$ cat src/rtl/vfrw_pkg.sv
package vfrw_pkg;
   typedef enum logic [1:0] {
      ST_IDLE = 2'd0,
      ST_HOLD = 2'd1,
      ST_POLL = 2'd2
   } vfrw_state_e;

   typedef struct packed {
      logic notify;
      logic done;
   } vfrw_msg_t;
endpackage

$ cat src/rtl/vfrw_tick_gate.sv
module vfrw_tick_gate #(
   parameter bit SYNC_TICK = 1'b1
) (
   input  logic clk,
   input  logic rst_n,
   input  logic tick_in,
   output logic tick_ev
);
   generate
      if (SYNC_TICK) begin : g_edge
         logic tick_q;
         always_ff @(posedge clk or negedge rst_n) begin
            if (!rst_n) tick_q <= 1'b0;
            else        tick_q <= tick_in;
         end
         assign tick_ev = tick_in & ~tick_q;
      end else begin : g_level
         assign tick_ev = tick_in;
      end
   endgenerate
endmodule

$ cat src/rtl/vfrw_msg_decode.sv
module vfrw_msg_decode
   import vfrw_pkg::*;
#(
   parameter int unsigned CODE_W      = 8,
   parameter int unsigned NOTIFY_CODE = 2,
   parameter int unsigned DONE_CODE   = 3
) (
   input  logic              rx_irq_en,
   input  logic              rx_valid,
   input  logic [CODE_W-1:0] rx_code,
   output vfrw_msg_t         msg
);
   localparam logic [CODE_W-1:0] NOTIFY_V = CODE_W'(NOTIFY_CODE);
   localparam logic [CODE_W-1:0] DONE_V   = CODE_W'(DONE_CODE);

   logic seen;
   assign seen       = rx_valid & rx_irq_en;
   assign msg.notify = seen && (rx_code == NOTIFY_V);
   assign msg.done   = seen && (rx_code == DONE_V);
endmodule

$ cat src/rtl/vfrw_tick_timer.sv
module vfrw_tick_timer #(
   parameter int unsigned CNT_W = 8
) (
   input  logic             clk,
   input  logic             rst_n,
   input  logic             load,
   input  logic [CNT_W-1:0] load_val,
   input  logic             tick_ev,
   output logic             expire
);
   logic [CNT_W-1:0] remain;

   always_ff @(posedge clk or negedge rst_n) begin
      if (!rst_n)                          remain <= '0;
      else if (load)                       remain <= load_val;
      else if (tick_ev && remain != '0)    remain <= remain - 1'b1;
   end

   assign expire = tick_ev && (remain == CNT_W'(1));
endmodule

$ cat src/rtl/vfrw_seq.sv
module vfrw_seq
   import vfrw_pkg::*;
#(
   parameter int unsigned CNT_W   = 8,
   parameter int unsigned HOLDOFF = 12,
   parameter int unsigned POLL    = 150
) (
   input  logic             clk,
   input  logic             rst_n,
   input  vfrw_msg_t        msg,
   input  logic             expire,
   input  logic             err_clear,
   output logic             timer_load,
   output logic [CNT_W-1:0] timer_val,
   output logic             rx_ack,
   output logic             halt,
   output logic             reinit_req,
   output logic             timeout_err,
   output logic             runtime_cap
);
   localparam logic [CNT_W-1:0] HOLD_LD = CNT_W'(HOLDOFF);
   localparam logic [CNT_W-1:0] POLL_LD = CNT_W'(POLL);

   vfrw_state_e st, st_nx;
   logic accept_start, accept_done, hold_over, poll_lapse;

   always_comb begin
      accept_start = (st == ST_IDLE) && msg.notify;
      accept_done  = (st == ST_POLL) && msg.done;
      hold_over    = (st == ST_HOLD) && expire;
      poll_lapse   = (st == ST_POLL) && expire && !msg.done;
      timer_load   = accept_start || hold_over;
      timer_val    = (st == ST_IDLE) ? HOLD_LD : POLL_LD;
      st_nx        = st;
      unique case (st)
         ST_IDLE: if (accept_start)             st_nx = ST_HOLD;
         ST_HOLD: if (hold_over)                st_nx = ST_POLL;
         ST_POLL: if (accept_done || poll_lapse) st_nx = ST_IDLE;
         default:                               st_nx = ST_IDLE;
      endcase
   end

   always_ff @(posedge clk or negedge rst_n) begin
      if (!rst_n) begin
         st          <= ST_IDLE;
         rx_ack      <= 1'b0;
         halt        <= 1'b0;
         reinit_req  <= 1'b0;
         timeout_err <= 1'b0;
         runtime_cap <= 1'b1;
      end else begin
         st         <= st_nx;
         rx_ack     <= accept_start || accept_done;
         reinit_req <= accept_done;
         if (accept_start)                   halt <= 1'b1;
         else if (accept_done || poll_lapse) halt <= 1'b0;
         if (accept_start) runtime_cap <= 1'b0;
         if (poll_lapse)     timeout_err <= 1'b1;
         else if (err_clear) timeout_err <= 1'b0;
      end
   end


   ack_single_chk: assert property (@(posedge clk) disable iff (!rst_n)
      rx_ack |=> !rx_ack);

   ack_needs_msg_chk: assert property (@(posedge clk) disable iff (!rst_n)
      rx_ack |-> $past(msg.notify || msg.done));

   cap_stays_low_chk: assert property (@(posedge clk) disable iff (!rst_n)
      !runtime_cap |=> !runtime_cap);

   reinit_with_ack_chk: assert property (@(posedge clk) disable iff (!rst_n)
      reinit_req |-> (rx_ack && !halt));

   halt_exit_chk: assert property (@(posedge clk) disable iff (!rst_n)
      $fell(halt) |-> (reinit_req || timeout_err));

   halt_entry_chk: assert property (@(posedge clk) disable iff (!rst_n)
      $rose(halt) |-> (rx_ack && !runtime_cap));
endmodule

$ cat src/rtl/vf_reset_watch.sv
module vf_reset_watch
   import vfrw_pkg::*;
#(
   parameter int unsigned CODE_W        = 8,
   parameter int unsigned NOTIFY_CODE   = 2,
   parameter int unsigned DONE_CODE     = 3,
   parameter int unsigned HOLDOFF_TICKS = 12,
   parameter int unsigned POLL_TICKS    = 150,
   parameter bit          SYNC_TICK     = 1'b1
) (
   input  logic              clk,
   input  logic              rst_n,
   input  logic              rx_irq_en,
   input  logic              rx_valid,
   input  logic [CODE_W-1:0] rx_code,
   input  logic              ms_tick,
   input  logic              err_clear,
   output logic              rx_ack,
   output logic              halt,
   output logic              reinit_req,
   output logic              timeout_err,
   output logic              runtime_cap
);
   localparam int unsigned MAX_TICKS = (HOLDOFF_TICKS > POLL_TICKS) ? HOLDOFF_TICKS : POLL_TICKS;
   localparam int unsigned CNT_W     = $clog2(MAX_TICKS + 1);

   generate
      if (HOLDOFF_TICKS < 1) begin : g_bad_hold
         $error("HOLDOFF_TICKS must be at least 1");
      end
      if (POLL_TICKS < 1) begin : g_bad_poll
         $error("POLL_TICKS must be at least 1");
      end
      if (NOTIFY_CODE == DONE_CODE) begin : g_bad_codes
         $error("start and done codes must differ");
      end
      if (CODE_W < 2 || NOTIFY_CODE >= (1 << CODE_W) || DONE_CODE >= (1 << CODE_W)) begin : g_bad_w
         $error("CODE_W too narrow for the message codes");
      end
   endgenerate

   logic             tick_ev, expire, timer_load;
   logic [CNT_W-1:0] timer_val;
   vfrw_msg_t        msg;

   vfrw_tick_gate #(.SYNC_TICK(SYNC_TICK)) u_tick (
      .clk(clk), .rst_n(rst_n), .tick_in(ms_tick), .tick_ev(tick_ev)
   );

   vfrw_msg_decode #(.CODE_W(CODE_W), .NOTIFY_CODE(NOTIFY_CODE), .DONE_CODE(DONE_CODE)) u_dec (
      .rx_irq_en(rx_irq_en), .rx_valid(rx_valid), .rx_code(rx_code), .msg(msg)
   );

   vfrw_tick_timer #(.CNT_W(CNT_W)) u_timer (
      .clk(clk), .rst_n(rst_n), .load(timer_load), .load_val(timer_val),
      .tick_ev(tick_ev), .expire(expire)
   );

   vfrw_seq #(.CNT_W(CNT_W), .HOLDOFF(HOLDOFF_TICKS), .POLL(POLL_TICKS)) u_seq (
      .clk(clk), .rst_n(rst_n), .msg(msg), .expire(expire), .err_clear(err_clear),
      .timer_load(timer_load), .timer_val(timer_val), .rx_ack(rx_ack), .halt(halt),
      .reinit_req(reinit_req), .timeout_err(timeout_err), .runtime_cap(runtime_cap)
   );
endmodule

$ cat config.mk
export PLATFORM = sky130hd
export DESIGN_NAME = vf_reset_watch
export DESIGN_NICKNAME = d
export VERILOG_FILES = /design/src/rtl/vfrw_pkg.sv /design/src/rtl/vfrw_tick_gate.sv /design/src/rtl/vfrw_msg_decode.sv /design/src/rtl/vfrw_tick_timer.sv /design/src/rtl/vfrw_seq.sv /design/src/rtl/vf_reset_watch.sv
export SDC_FILE = /design/constraint.sdc
export NUM_CORES = 1
export LEC_CHECK = 0
export BUFFER_PORTS_ARGS = -buffer_cell sky130_fd_sc_hd__buf_2
export CAP_MARGIN = 15
export CORE_UTILIZATION = 41
export DETAILED_ROUTE_END_ITERATION = 12
export PLACE_DENSITY = 0.69
export SYNTH_ARGS = -nofsm -noshare
export SYNTH_HDL_FRONTEND = slang
export SYNTH_SLANG_ARGS = --single-unit
$ cat constraint.sdc
create_clock -name clk -period 4.01 [get_ports clk]
set_input_delay 0.401 -clock clk [delete_from_list [all_inputs] [get_ports clk]]
set_output_delay 0.401 -clock clk [all_outputs]
set_load 0.05 [all_outputs]
==> results by stage, run 1 <==
Route:
- Across all layers, the routed design uses 708 vias.
- In this run, the number of DRC markers left after iteration 0 of detailed routing was 17.
- After detailed routing, the number of remaining DRC violations is 0.
- Using the TritonRoute via totals, the vias-per-cell ratio works out to 5.40.
- After detailed routing, the total wire length is 1780 um.
- In this run the remaining antenna-violating nets after routing total 0.
- Before antenna repair, the detailed router went through 4 iterations.
- The final routed wire length divided by cell count is 13.5 um.

STA:
- Static timing analysis puts the maximum clock frequency at 0.568 GHz.
- The fraction of the cycle the final worst path needs is 0.439.
- The worst setup slack after layout is 2.25 ns.
- The hold slack is 0.00552 ns.
- After layout, the minimum clock period comes to 1.76 ns.
- After routing, the total negative slack on setup checks comes to 0 ns.
- Headroom to the max-slew limit came out at 0.660.
- The total count of max-transition violations in the final report is 0.
- The final setup violation count is 0.
- At the pin with the least slew margin, the transition time is 0.502 ns.
- Setup repair after global routing left no endpoint under its margin.
- The number of hold violations in the final report is 0.
- The clock skew after layout is 0.00309 ns.

Setup path:
- The required time of the critical path is 4.17 ns.
- The endpoint arrival time on the critical path is 1.92 ns.
- The timing startpoint of the critical path is u_timer.remain[0]$_DFFE_PN0P_.
- Setup slack on the worst reg-to-reg path comes out at 2.25 ns.
- The maximum fanout encountered on the critical timing path is 5.
- In this run the critical register-to-register path is launched from u_timer.remain[0]$_DFFE_PN0P_.
- The setup path with the least slack is of type reg2reg.
- STA classifies the critical path startpoint as a flop.
- The kind of end point of the critical path is a flop.

Synth:
- In this run the cell area of the synthesized design comes to 847 um2.
- The register area share after synthesis is 0.474.
- For this run, the number of Yosys warnings is 0.
- Among all cell types in the netlist, the one instantiated most often is dfrtp_1.
- The average cell area after synthesis is ~10 um2.
- The count of unique library cells instantiated by Yosys is 34.
- In the synthesized netlist, the number of instances is 82.
- Synthesis inferred 16 register bits.
- Of the post-synthesis cell area, the dominant cell type holds 0.443.
- The count of flip-flops with a built-in enable after synthesis is 0.
- The cell taking the most area after synthesis is dfrtp_1.
- Ranked by total cell area, the synthesized netlist is headed by dfrtp_1, xor2_1, nand4_1, dfstp_2, nor2_1.
- The most used flip-flop cell after synthesis is dfrtp_1.
- The post-synth net total is 98.
- The commonest cells after synthesis are dfrtp_1, nor2_1, nand2_1, nand4_1.
- Counting flops with an async set or reset pin after synthesis yields a share of 1.00.

Die:
- The die area is 0.00225 mm2.
- From left edge to right edge, the die measures 47.5 um.
- For this design the top-level I/O count stands at 19.
- The standard cell core area is 0.00194 mm2.
- The starting density of the core is 0.436.
- Row generation in the floorplan step produced 16 rows.
- The die height is 47.5 um.

GRT:
- For met2 alone, demand over resource in global routing was 0.271.
- Entering global routing, the biggest net connects 17 pins.
- For this run, global-route usage on met3 was measured as 0.0453.
- After global routing, the most crowded layer is met2.
- The number of antenna violations at the first check in global routing came to 0.
- The number of global-route vias before repair is 618.
- The wire length of the first global-routing pass is 2770 um.
- Global routing finished with a remaining overflow of 0.
- For met1 alone, demand over resource in global routing was 0.260.
- The overall global routing resource usage is 0.189.

Final layout:
- The final non-filler cell area is between 0.001 and 0.0015 mm2.
- The number of antenna cells inserted is 0.
- Of the cells placed in the final design, the portion with a size suffix greater than 1 is 0.260.
- The count of nets after finishing is 121.
- After filler insertion, the fill cell instance count of the layout stands at 180.
- The layout-stage area growth over the synthesis result is 18.9%.

Clocking:
- The number of H-tree levels is 1.
- In this run the deepest clock path goes through 2 buffers.
- The later pin in the worst-skew pair is clocked with a latency of 0.29 ns.
- The number of buffers added to fix hold violations after cts is 0.
- The clock net in this run drives a total of 16 sinks.
- Clock tree synthesis selected as its root buffer the cell clkbuf_4.
- TritonCTS created 3 clock buffers.
- Post-CTS repair changed the size of 0 cells.
- The post-CTS setup buffer count is 0.
- TritonCTS built the clock tree.
- The clock slew at the register clock pins of the worst setup and hold paths is 0.09 ns.

Power:
- Power spread over the standard cell area amounts to 606 mW/mm2.
- The power after layout is 0.000610 W.
- The analysis attributes to cell leakage a power of 0.462 nW.
- Across the VDD grid, the largest voltage drop is 0.287 mV.

Placement:
- The final HPWL from detailed placement is 1340 um.
- The routability-driven placement congestion ratio is approximately 0.82.
- Prior to clock tree synthesis, the placed netlist has a worst setup slack of 2.27 ns.
- In this run the cell area measured after placement is just under 0.001 mm2.
- Input and output buffers added on the ports amount to 18.

Worst hold path:
- The min-delay analysis places its worst path in the category in2async.

Job:
- Across the run, the number of max-cap violations was 0.

Run status:
- The flow ran to the end, and the final reports show no timing, DRC or antenna violations.
## power by group
part	leakage [nW]	internal [W]	switching (W)
Clock	0.0210	0.0000553	0.0000522
Combinational	0.245	0.0000974	0.000118
Sequential	0.196	0.000212	0.0000751
Total	0.462	0.000364	0.000245
## through the flow
stage,std cells,util
2_1_floorplan,82,-
3_3_place_gp,127,0.500
3_5_place_dp,127,0.500
4_1_cts,131,0.519
5_1_grt,131,0.519
6_report,131,0.519
## layout make-up
class,count,area [um2],area share
clock buffer,4,36.3,0.0360
sequential,16,402,0.399
inverter,4,15.0,0.0149
timing repair buffer,18,90.1,0.0894
tap,27,33.8,0.0335
multi-input combinational,62,430,0.427
## state kept, by name, indices dropped and copies added, names as in the netlist
name                  cells
u_seq.reinit_req          1
u_tick.g_edge.tick_q      1
u_seq.rx_ack              1
u_seq.st                  2
u_seq.timeout_err         1
u_timer.remain            8
u_seq.runtime_cap         1
u_seq.halt                1
## metal layers
metal | vias to the layer above | routed length (um)
li1 | 346 | -
met1 | 342 | 893
met2 | 16 | 797
met3 | 4 | 45
met4 | 0 | 38
met5 | - | 0
## worst max-delay path: stages, from the launching register on
cell and delay [ns]:
dfrtp_1 0.45, inv_1 0.08, ha_1 0.22, or3b_1 0.44, o211ai_2 0.20, xor2_1 0.17
nand3_1 0.09
## cell families after synthesis
group | share of synthesized area
xor+xnor | 0.0620
simple gates | 0.288
compound gates | 0.115
fa+ha+maj | 0.0295
buf+inv | 0.0177
flops | 0.474
mux | 0.0133
## cells in the final DEF (no fill, tap or decap)
cell type | Yosys | layout
o22ai_1 | 1 | 1
nor4b_1 | 2 | 2
a21oi_1 | 2 | 2
nand3b_1 | 1 | 1
nor4bb_1 | 1 | 1
nand2_1 | 5 | 5
o21ai_1 | 2 | 2
buf_2 | 0 | 18
xnor2_1 | 2 | 2
mux2_1 | 1 | 1
clkbuf_8 | 0 | 1
nor4_1 | 1 | 1
a2111oi_0 | 1 | 1
nor2_1 | 7 | 7
nand2b_1 | 3 | 3
dfrtp_1 | 15 | 15
or4_4 | 1 | 1
ha_1 | 2 | 2
dfstp_2 | 1 | 1
or3b_1 | 1 | 1
nand3_1 | 2 | 2
nor4_4 | 1 | 1
and2_1 | 1 | 1
nand4_1 | 5 | 5
nor2b_1 | 2 | 2
o211ai_1 | 1 | 1
nor3b_1 | 1 | 1
a21boi_0 | 1 | 1
nor3_1 | 3 | 3
inv_1 | 4 | 4
or3_1 | 1 | 1
and4_1 | 1 | 1
o2111ai_2 | 1 | 1
clkbuf_4 | 0 | 3
o21ai_0 | 4 | 4
o211ai_2 | 1 | 1
xor2_1 | 4 | 4
## worst paths after layout
path,depth (start not counted),endpoint
hold / removal,1,u_timer.remain[7]$_DFFE_PN0P_
hold reg to reg,1,u_seq.runtime_cap$_DFFE_PN1P_
setup / recovery,6,u_timer.remain[2]$_DFFE_PN0P_
max in group asynchronous,1,u_seq.runtime_cap$_DFFE_PN1P_
setup reg to reg,6,u_timer.remain[2]$_DFFE_PN0P_
min in group clk,1,u_tick.g_edge.tick_q$_DFF_PN0_
Power figures use the tool's default switching activity.
==> run 2, diff against run 1 <==
- clock period: 4.01 -> 1.67 ns (I/O delays scaled with it)
==> run 2 against run 1 <==
Against the previous run:
- hold slack gained 0.025 ns
- wire length shrank 1.4%
- clock skew shrank 0.0022 ns
- total power grew to 2.6 times the previous value
- cell area grew 7.2%
- cell count grew 5.3%
- count of clock-buffer cells in the layout is the same
- first-iteration DRC count shrank 35%
- critical path depth shrank 2
- utilization grew 3.7 points
==> results by stage, run 2 (synthesized netlist as in run 1, its figures left out) <==
Run status:
- Status: completed (unchanged).

Placement:
- The post-placement setup slack is 0.0284 ns (was 2.27 ns).
- The number of port buffers is 18 (unchanged).
- The final HPWL from detailed placement is 1290 um (was 1340 um).
- The routability-driven placement congestion ratio is 0.840 (was 0.820).

STA:
- The number of hold violations in the final report is 0 (unchanged).
- The peak clock frequency supported by timing is 0.627 GHz (was 0.568 GHz).
- The fraction of the cycle the final worst path needs is 0.955 (was 0.439).
- The final critical delay including setup and external delays is 1.59 ns (was 1.76 ns).
- The transition at the pin with the smallest max-transition slack is 0.438 ns (was 0.502 ns).
- The total count of max-transition violations in the final report is 0 (unchanged).
- RSZ-0062 raised after global routing: false (unchanged).
- The final setup violation count came to 0 (unchanged).
- The worst setup slack after layout is 0.0750 ns (was 2.25 ns).
- The clock skew after layout is 0.000900 ns (was 0.00309 ns).
- The relative slew slack is 0.704 (was 0.660).

Power:
- The power share of the clock group is 0.167 (was 0.176).
- The internal cell power is 0.000960 W (was 0.000364 W).
- The reported leakage power is 0.491 nW (was 0.462 nW).
- The power density of the placed cells is 1460 mW/mm2 (was 606 mW/mm2).
- The switching part of the total power is 0.393 (was 0.402).
- The relative contribution of sequential cells to total power was 0.428 (was 0.470).
- The net load switching power is 0.000621 W (was 0.000245 W).
- The share of power burned in combinational logic is 0.405 (was 0.353).
- The maximum vdd ir drop is 0.652 mV (was 0.287 mV).

Route:
- The DRC violation count after routing is 0 (unchanged).
- The detailed-router iteration count before antenna repair came to 4 (unchanged).
- The post-route antenna net violation count is 0 (unchanged).
- The detailed-route via count is 721 (was 708).
- The ratio of routed vias to standard cells was 5.22 (was 5.40).
- The total detailed-routing wirelength is 1750 um (was 1780 um).
- The final routed wire length divided by cell count came to 12.7 um (was 13.5 um).
- The number of violations reported at the end of detailed-routing iteration 0 is 11 (was 17).

Clocking:
- The number of clock sinks was 16 (unchanged).
- The insertion delay of the later-clocked pin in the worst-skew pair is 0.29 ns (about the same).
- The clock tree root buffer cell is clkbuf_4 (unchanged).
- The clock slew at the register clock pins of the worst setup and hold paths is 0.10 ns (was 0.09 ns).
- The number of H-tree levels is 1 (unchanged).
- The clock tree from TritonCTS is yes (unchanged).
- The number of buffers on the longest clock path is 2 (unchanged).
- The number of buffers created by CTS is 3 (unchanged).

Setup path:
- The kind of end point of the critical path is a flop (unchanged).
- The timing startpoint of the critical path is u_timer.remain[6]$_DFFE_PN0P_ (was u_timer.remain[0]$_DFFE_PN0P_).
- Cells along the critical path: or4_4, o2111ai_2, xor2_1, o21ai_1 (was inv_1, ha_1, or3b_1, o211ai_2, xor2_1, nand3_1).
- The capture point of the worst reg-to-reg path is u_timer.remain[7]$_DFFE_PN0P_ (was u_timer.remain[2]$_DFFE_PN0P_).
- The worst setup path endpoint was u_timer.remain[7]$_DFFE_PN0P_ (was u_timer.remain[2]$_DFFE_PN0P_).
- The highest cell delay on the worst timing path is 0.58 ns (was 0.45 ns).
- The category of the critical setup timing path is reg2reg (unchanged).
- The start of the worst register-to-register path was u_timer.remain[6]$_DFFE_PN0P_ (was u_timer.remain[0]$_DFFE_PN0P_).
- The maximum fanout encountered on the critical timing path is 4 (was 5).
- The required time of the critical path came to 1.85 ns (was 4.17 ns).
- The register-to-register setup slack came to 0.08 ns (was 2.25 ns).
- The cell depth of the worst setup path is 4 (was 6).
- The count of cells along the worst register-to-register path is 4 (was 6).
- The slowest library cell on the worst path is or4_4 (was dfrtp_1).
- The endpoint arrival time on the critical path came to 1.78 ns (was 1.92 ns).
- The largest delay contributor family on the critical path is simple AND/OR/NAND/NOR gates (unchanged).
- The number of buffers and inverters on the critical path is 0 (was 1).
- The kind of launch point of the worst setup path is a flop (unchanged).

Die:
- The standard cell core area came to 0.00194 mm2 (unchanged).
- The count of standard-cell rows is 16 (unchanged).
- The die area is 0.00225 mm2 (unchanged).
- The width of the die is 47.5 um (unchanged).
- The die height is 47.5 um (unchanged).
- The starting density of the core is 0.436 (unchanged).
- The number of placed I/O pins is 19 (unchanged).

Final layout:
- Most frequent cells in the layout: buf_2, dfrtp_1, nor2_1, buf_4 (was buf_2, dfrtp_1, nor2_1, nand4_1, nand2_1).
- The largest register by flop count is u_timer.remain (unchanged).
- Leading registers by flop count: u_timer.remain (8), u_seq.st (2) (unchanged).
- The final core utilization is 0.556 (was 0.519).
- The number of antenna cells inserted is 0 (unchanged).
- The count of nets after finishing is 128 (was 121).
- The leading cell type in the layout, fill and taps excluded is buf_2 (unchanged).
- The fraction of layout cells with a size suffix above 1 is 0.351 (was 0.260).
- The layout-stage area growth over the synthesis result came to 27.5% (was 18.9%).
- The flip-flop count of the largest register, all copies and words added is 8 (unchanged).

GRT:
- The number of antenna violations at the first check in global routing is 0 (unchanged).
- The remaining global-route overflow is 0 (unchanged).
- The pin count of the biggest net entering global routing is 17 (unchanged).
- The met1 usage in global routing came to 0.216 (was 0.260).
- The met3 track utilization from global routing is 0.0453 (unchanged).
- The met2 demand-to-capacity share in global routing is 0.271 (unchanged).
- The overall global routing resource usage is 0.167 (was 0.189).
- The number of global-route vias before repair is 628 (was 618).
- The most utilized layer in the global route result is met2 (unchanged).
- The wire length of the first global-routing pass is 2590 um (was 2770 um).

Job:
- The reported max-cap violation count was 0 (unchanged).

Worst hold path:
- The startpoint identified for the worst hold timing path is ms_tick.
- The class of the most critical hold timing path is in2reg (was in2async).
==> run 2: cell count changes in the layout (fill, tap and decap cells not counted) <==
cell,change
or3b_1,-1
or3b_4,+1
ha_1,-1
dfrtp_1,-2
ha_4,+1
inv_1,-2
dfrtp_2,+2
inv_2,+2
buf_4,+6
dlygate4sd3_1,+1
==> run 2: timing repair <==
item                                    in CTS  in global routing
endpoints found under the hold margin       15                  0
setup buffers                                0                  2
hold buffers                                 1                  0
pin swaps                                    0                  2
gates resized for setup                      0                  7
endpoints found under the setup margin       1                  5
==> run 2: power by group through the flow <==
stage	Combinational (W)	Clock (W)	Sequential, W
detailed placement	0.000559	0	0.000675
finish	0.000640	0.000264	0.000677
CTS	0.000565	0.000269	0.000671
global placement	0.000541	0	0.000673
floorplan	0.000375	0	0.000693
global route	0.000718	0.000284	0.000700
==> run 2: area by class of cell <==
type | count | area, um2
inverter | 4 | 15.0
clock buffer | 4 | 36.3
timing repair buffer | 25 | 145
multi-input combinational | 62 | 445
sequential | 16 | 404
tap | 27 | 33.8
fill | 173 | 862
==> run 2: how the worst min path moves through the flow <==
stage	to	slack, ns	cells after the start
after detailed placement	u_timer.remain[5]$_DFFE_PN0P_	0.1	1
after global placement	u_timer.remain[5]$_DFFE_PN0P_	0.1	1
final	u_tick.g_edge.tick_q$_DFF_PN0_	0.03	1
after floorplan	u_seq.halt$_DFFE_PN0P_	-0.13	0
after global routing	u_tick.g_edge.tick_q$_DFF_PN0_	0.02	1
after CTS	u_tick.g_edge.tick_q$_DFF_PN0_	0.02	1
==> run 2: stage by stage <==
| stage | TNS (ns) | hold slack [ns] | power (W) | cells | cell area [um2] |
|---|---|---|---|---|---|
| floorplan | 0 | -0.129 | 0.00107 | 82 | 847 |
| global placement | 0 | 0.0966 | 0.00121 | 131 | 1000 |
| detailed placement | 0 | 0.0992 | 0.00123 | 131 | 1000 |
| CTS | -0.00537 | 0.0207 | 0.00150 | 136 | 1050 |
| global route | 0 | 0.0199 | 0.00170 | 138 | 1080 |
| finish | 0 | 0.0302 | 0.00158 | 138 | 1080 |
==> run 2: routing by layer <==
layer  part of all wire  vias to the layer above
li1                   -                      362
met1               0.49                      333
met2               0.46                       24
met3              0.039                        2
met4             0.0091                        0
met5                  0                        -
==> run 3, diff against run 2 <==
--- a/config.mk
+++ b/config.mk
@@ -11,3 +11,3 @@
 export DETAILED_ROUTE_END_ITERATION = 12
-export PLACE_DENSITY = 0.69
+export PLACE_DENSITY_LB_ADDON = 0.3
 export SYNTH_ARGS = -nofsm -noshare
==> constraint.sdc (replaced) <==
create_clock -name clk -period 1.67 [get_ports clk]
set_input_delay 0.0835 -clock clk [delete_from_list [all_inputs] [get_ports clk]]
set_output_delay 0.0835 -clock clk [all_outputs]
set_load 0.05 [all_outputs]
==> run 3 against run 2 <==
Against the previous run:
- clock power decreased by 2%
- wire length rose by 2.4%
- die area did not move
- sequential power rose by 3.2%
- flip-flop and latch count stayed put
- highest routed layer unchanged
- utilization increased by 2.4 points
- count of clock-buffer cells in the layout is the same
- cell area up 4.3%
- critical path depth rose by 2
- largest power group unchanged
- global-route usage grew 1.0 points
==> results by stage, run 3 (synthesized netlist as in run 1, its figures left out) <==
GRT:
- The number of antenna violations at the first check in global routing came to 0 (unchanged).
- The overall global routing resource usage is 0.177 (was 0.167).
- The pin count of the biggest net entering global routing is 17 (unchanged).
- The wire length of the first global-routing pass came to 2670 um (was 2590 um).
- The remaining global-route overflow came to 0 (unchanged).
- The number of global-route vias before repair is 625 (was 628).

Clocking:
- The number of clock sinks is 16 (unchanged).
- The number of H-tree levels is 1 (unchanged).
- The number of buffers created by CTS came to 3 (unchanged).
- The clock slew at the register clock pins of the worst setup and hold paths is 0.10 ns (about the same).
- The number of buffers on the longest clock path came to 2 (unchanged).
- The clock tree root buffer cell is clkbuf_4 (unchanged).
- The insertion delay of the later-clocked pin in the worst-skew pair is 0.29 ns (about the same).
- The clock tree from TritonCTS is yes (unchanged).

STA:
- The final critical delay including setup and external delays was 1.65 ns (was 1.59 ns).
- The total negative slack for setup checks is 0 ns (unchanged).
- The clock skew after layout is 0.00597 ns (was 0.000900 ns).
- The worst setup slack after layout is 0.0233 ns (was 0.0750 ns).
- The number of hold violations in the final report is 0 (unchanged).
- The relative slew slack is 0.671 (was 0.704).
- The peak clock frequency supported by timing is 0.607 GHz (was 0.627 GHz).
- The final setup violation count is 0 (unchanged).
- The total count of max-transition violations in the final report came to 0 (unchanged).
- The transition at the pin with the smallest max-transition slack is 0.486 ns (was 0.438 ns).
- The fraction of the cycle the final worst path needs is 0.986 (was 0.955).

Final layout:
- The leading cell type in the layout, fill and taps excluded is buf_2 (unchanged).
- The final instance count without filler cells came to 143 (was 138).
- The number of antenna cells inserted was 0 (unchanged).
- The largest register by flop count is u_timer.remain (unchanged).
- The count of nets after finishing is 133 (was 128).
- The layout-stage area growth over the synthesis result is 32.9% (was 27.5%).
- Most frequent cells in the layout: buf_2, dfrtp_1, buf_4, nor2_1 (was buf_2, dfrtp_1, nor2_1, buf_4).
- The fraction of layout cells with a size suffix above 1 was 0.371 (was 0.351).
- The final non-filler cell area is 0.00113 mm2 (was 0.00108 mm2).
- Leading registers by flop count: u_timer.remain (8), u_seq.st (2) (unchanged).
- The flip-flop count of the largest register, all copies and words added is 8 (unchanged).
- The final core utilization is 0.580 (was 0.556).

Setup path:
- The slowest library cell on the worst path is dfrtp_1 (was or4_4).
- The kind of launch point of the worst setup path is a flop (unchanged).
- The highest cell delay on the worst timing path is 0.42 ns (was 0.58 ns).
- Cells along the critical path: inv_2, ha_2, or3b_4, nor3_1, xnor2_1, o21ai_0 (was or4_4, o2111ai_2, xor2_1, o21ai_1).
- The endpoint arrival time on the critical path was 1.81 ns (was 1.78 ns).
- The kind of end point of the critical path was a flop (unchanged).
- The required time of the critical path is 1.83 ns (was 1.85 ns).
- The category of the critical setup timing path is reg2reg (unchanged).
- The maximum fanout encountered on the critical timing path is 4 (unchanged).

Worst hold path:
- The class of the most critical hold timing path is in2reg (unchanged).

Power:
- The relative contribution of sequential cells to total power came to 0.434 (was 0.428).
- The share of power burned in combinational logic is 0.405 (about the same).
- The reported leakage power is 0.517 nW (was 0.491 nW).
- The switching part of the total power is 0.396 (was 0.393).
- The net load switching power is 0.000638 W (was 0.000621 W).
- The power share of the clock group is 0.161 (was 0.167).
- The power density of the placed cells is 1430 mW/mm2 (was 1460 mW/mm2).
- The internal cell power is 0.000974 W (was 0.000960 W).
- The maximum vdd ir drop came to 0.918 mV (was 0.652 mV).

Placement:
- The post-placement setup slack is 0.0246 ns (was 0.0284 ns).
- The final HPWL from detailed placement is 1300 um (was 1290 um).
- The number of port buffers is 18 (unchanged).
- The number of placed instances, taps included came to 132 (was 131).
- The instance area after placement is 0.00101 mm2 (was 0.00100 mm2).
- The routability-driven placement congestion ratio came to 0.821 (was 0.840).

Die:
- The standard cell core area was 0.00194 mm2 (unchanged).
- The starting density of the core is 0.436 (unchanged).
- The number of placed I/O pins is 19 (unchanged).
- The die height is 47.5 um (unchanged).
- The count of standard-cell rows is 16 (unchanged).
- The die area is 0.00225 mm2 (unchanged).
- The width of the die was 47.5 um (unchanged).

Route:
- The final routed wire length divided by cell count is 12.5 um (was 12.7 um).
- The DRC violation count after routing is 0 (unchanged).
- The total detailed-routing wirelength is 1790 um (was 1750 um).
- The number of violations reported at the end of detailed-routing iteration 0 was 5 (was 11).
- The detailed-router iteration count before antenna repair was 4 (unchanged).
- The detailed-route via count is 741 (was 721).
- The post-route antenna net violation count came to 0 (unchanged).
- The ratio of routed vias to standard cells was 5.18 (was 5.22).

Job:
- The reported max-cap violation count is 0 (unchanged).

Run status:
- Status: completed (unchanged).
## run 3: cell count changes in the layout (fill, tap and decap cells not counted), sizes merged
cell,before,now
buf,24,27
dlygate4sd3,1,3
## run 3: worst max-delay path, delay by kind of cell, from the launching register on
kind / cells / cell delay (ns)
buffers and inverters: 1 / 0.07
adder cells (fa/ha/maj): 1 / 0.17
AO/OA/AOI/OAI: 1 / 0.11
AND/OR/NAND/NOR: 2 / 0.60
flip-flops: 1 / 0.42
XOR/XNOR: 1 / 0.15
## run 3: power by group through the flow
stage | Clock [W] | Sequential [W] | Combinational, W
6_report | 0.000259 | 0.000699 | 0.000654
5_1_grt | 0.000281 | 0.000710 | 0.000724
4_1_cts | 0.000265 | 0.000676 | 0.000566
3_5_place_dp | 0 | 0.000685 | 0.000556
3_3_place_gp | 0 | 0.000677 | 0.000542
2_1_floorplan | 0 | 0.000693 | 0.000375
## run 3: routing by layer
metal  vias up  GRT usage  wire (um)
li1        371          -          -
met1       346      0.235        829
met2        19      0.260        865
met3         5     0.0453         56
met4         0      0.103         41
met5         -          0          0
## run 3: per-stage QoR
| step | power [W] | hold slack, ns |
|---|---|---|
| global placement | 0.00122 | 0.0146 |
| detailed placement | 0.00124 | 0.0148 |
| global route | 0.00171 | 0.181 |
| finish | 0.00161 | 0.156 |
| floorplan | 0.00107 | -0.212 |
| CTS | 0.00151 | 0.152 |
## run 3: cell type report
cell class / instances / area, um2
fillers: 179 / 816
multi-input cells: 62 / 450
flip-flops and latches: 16 / 403
repair buffers: 30 / 188
clock buffers: 4 / 36.3
well taps: 27 / 33.8
inverters: 4 / 15.0
## run 3: worst paths after layout
kind                                               start                            end  slack [ns]  cells past startpoint
max                        u_timer.remain[1]$_DFFE_PN0P_  u_timer.remain[4]$_DFFE_PN0P_        0.02                      6
max in group asynchronous                          rst_n  u_seq.runtime_cap$_DFFE_PN1P_        1.14                      2
min in group asynchronous                          rst_n  u_timer.remain[5]$_DFFE_PN0P_        0.22                      2
max reg2reg                u_timer.remain[1]$_DFFE_PN0P_  u_timer.remain[4]$_DFFE_PN0P_        0.02                      6
min reg2reg                u_seq.runtime_cap$_DFFE_PN1P_  u_seq.runtime_cap$_DFFE_PN1P_        0.49                      1
min                                            rx_irq_en     u_seq.reinit_req$_DFF_PN0_        0.16                      3
## run 3: repair_timing
action / CTS / global route
setup buffers: 0 / 4
gates resized for setup: 0 / 7
endpoints found under the setup margin: 0 / 9
hold endpoints to repair: 18 / 0
hold buffers: 3 / 0
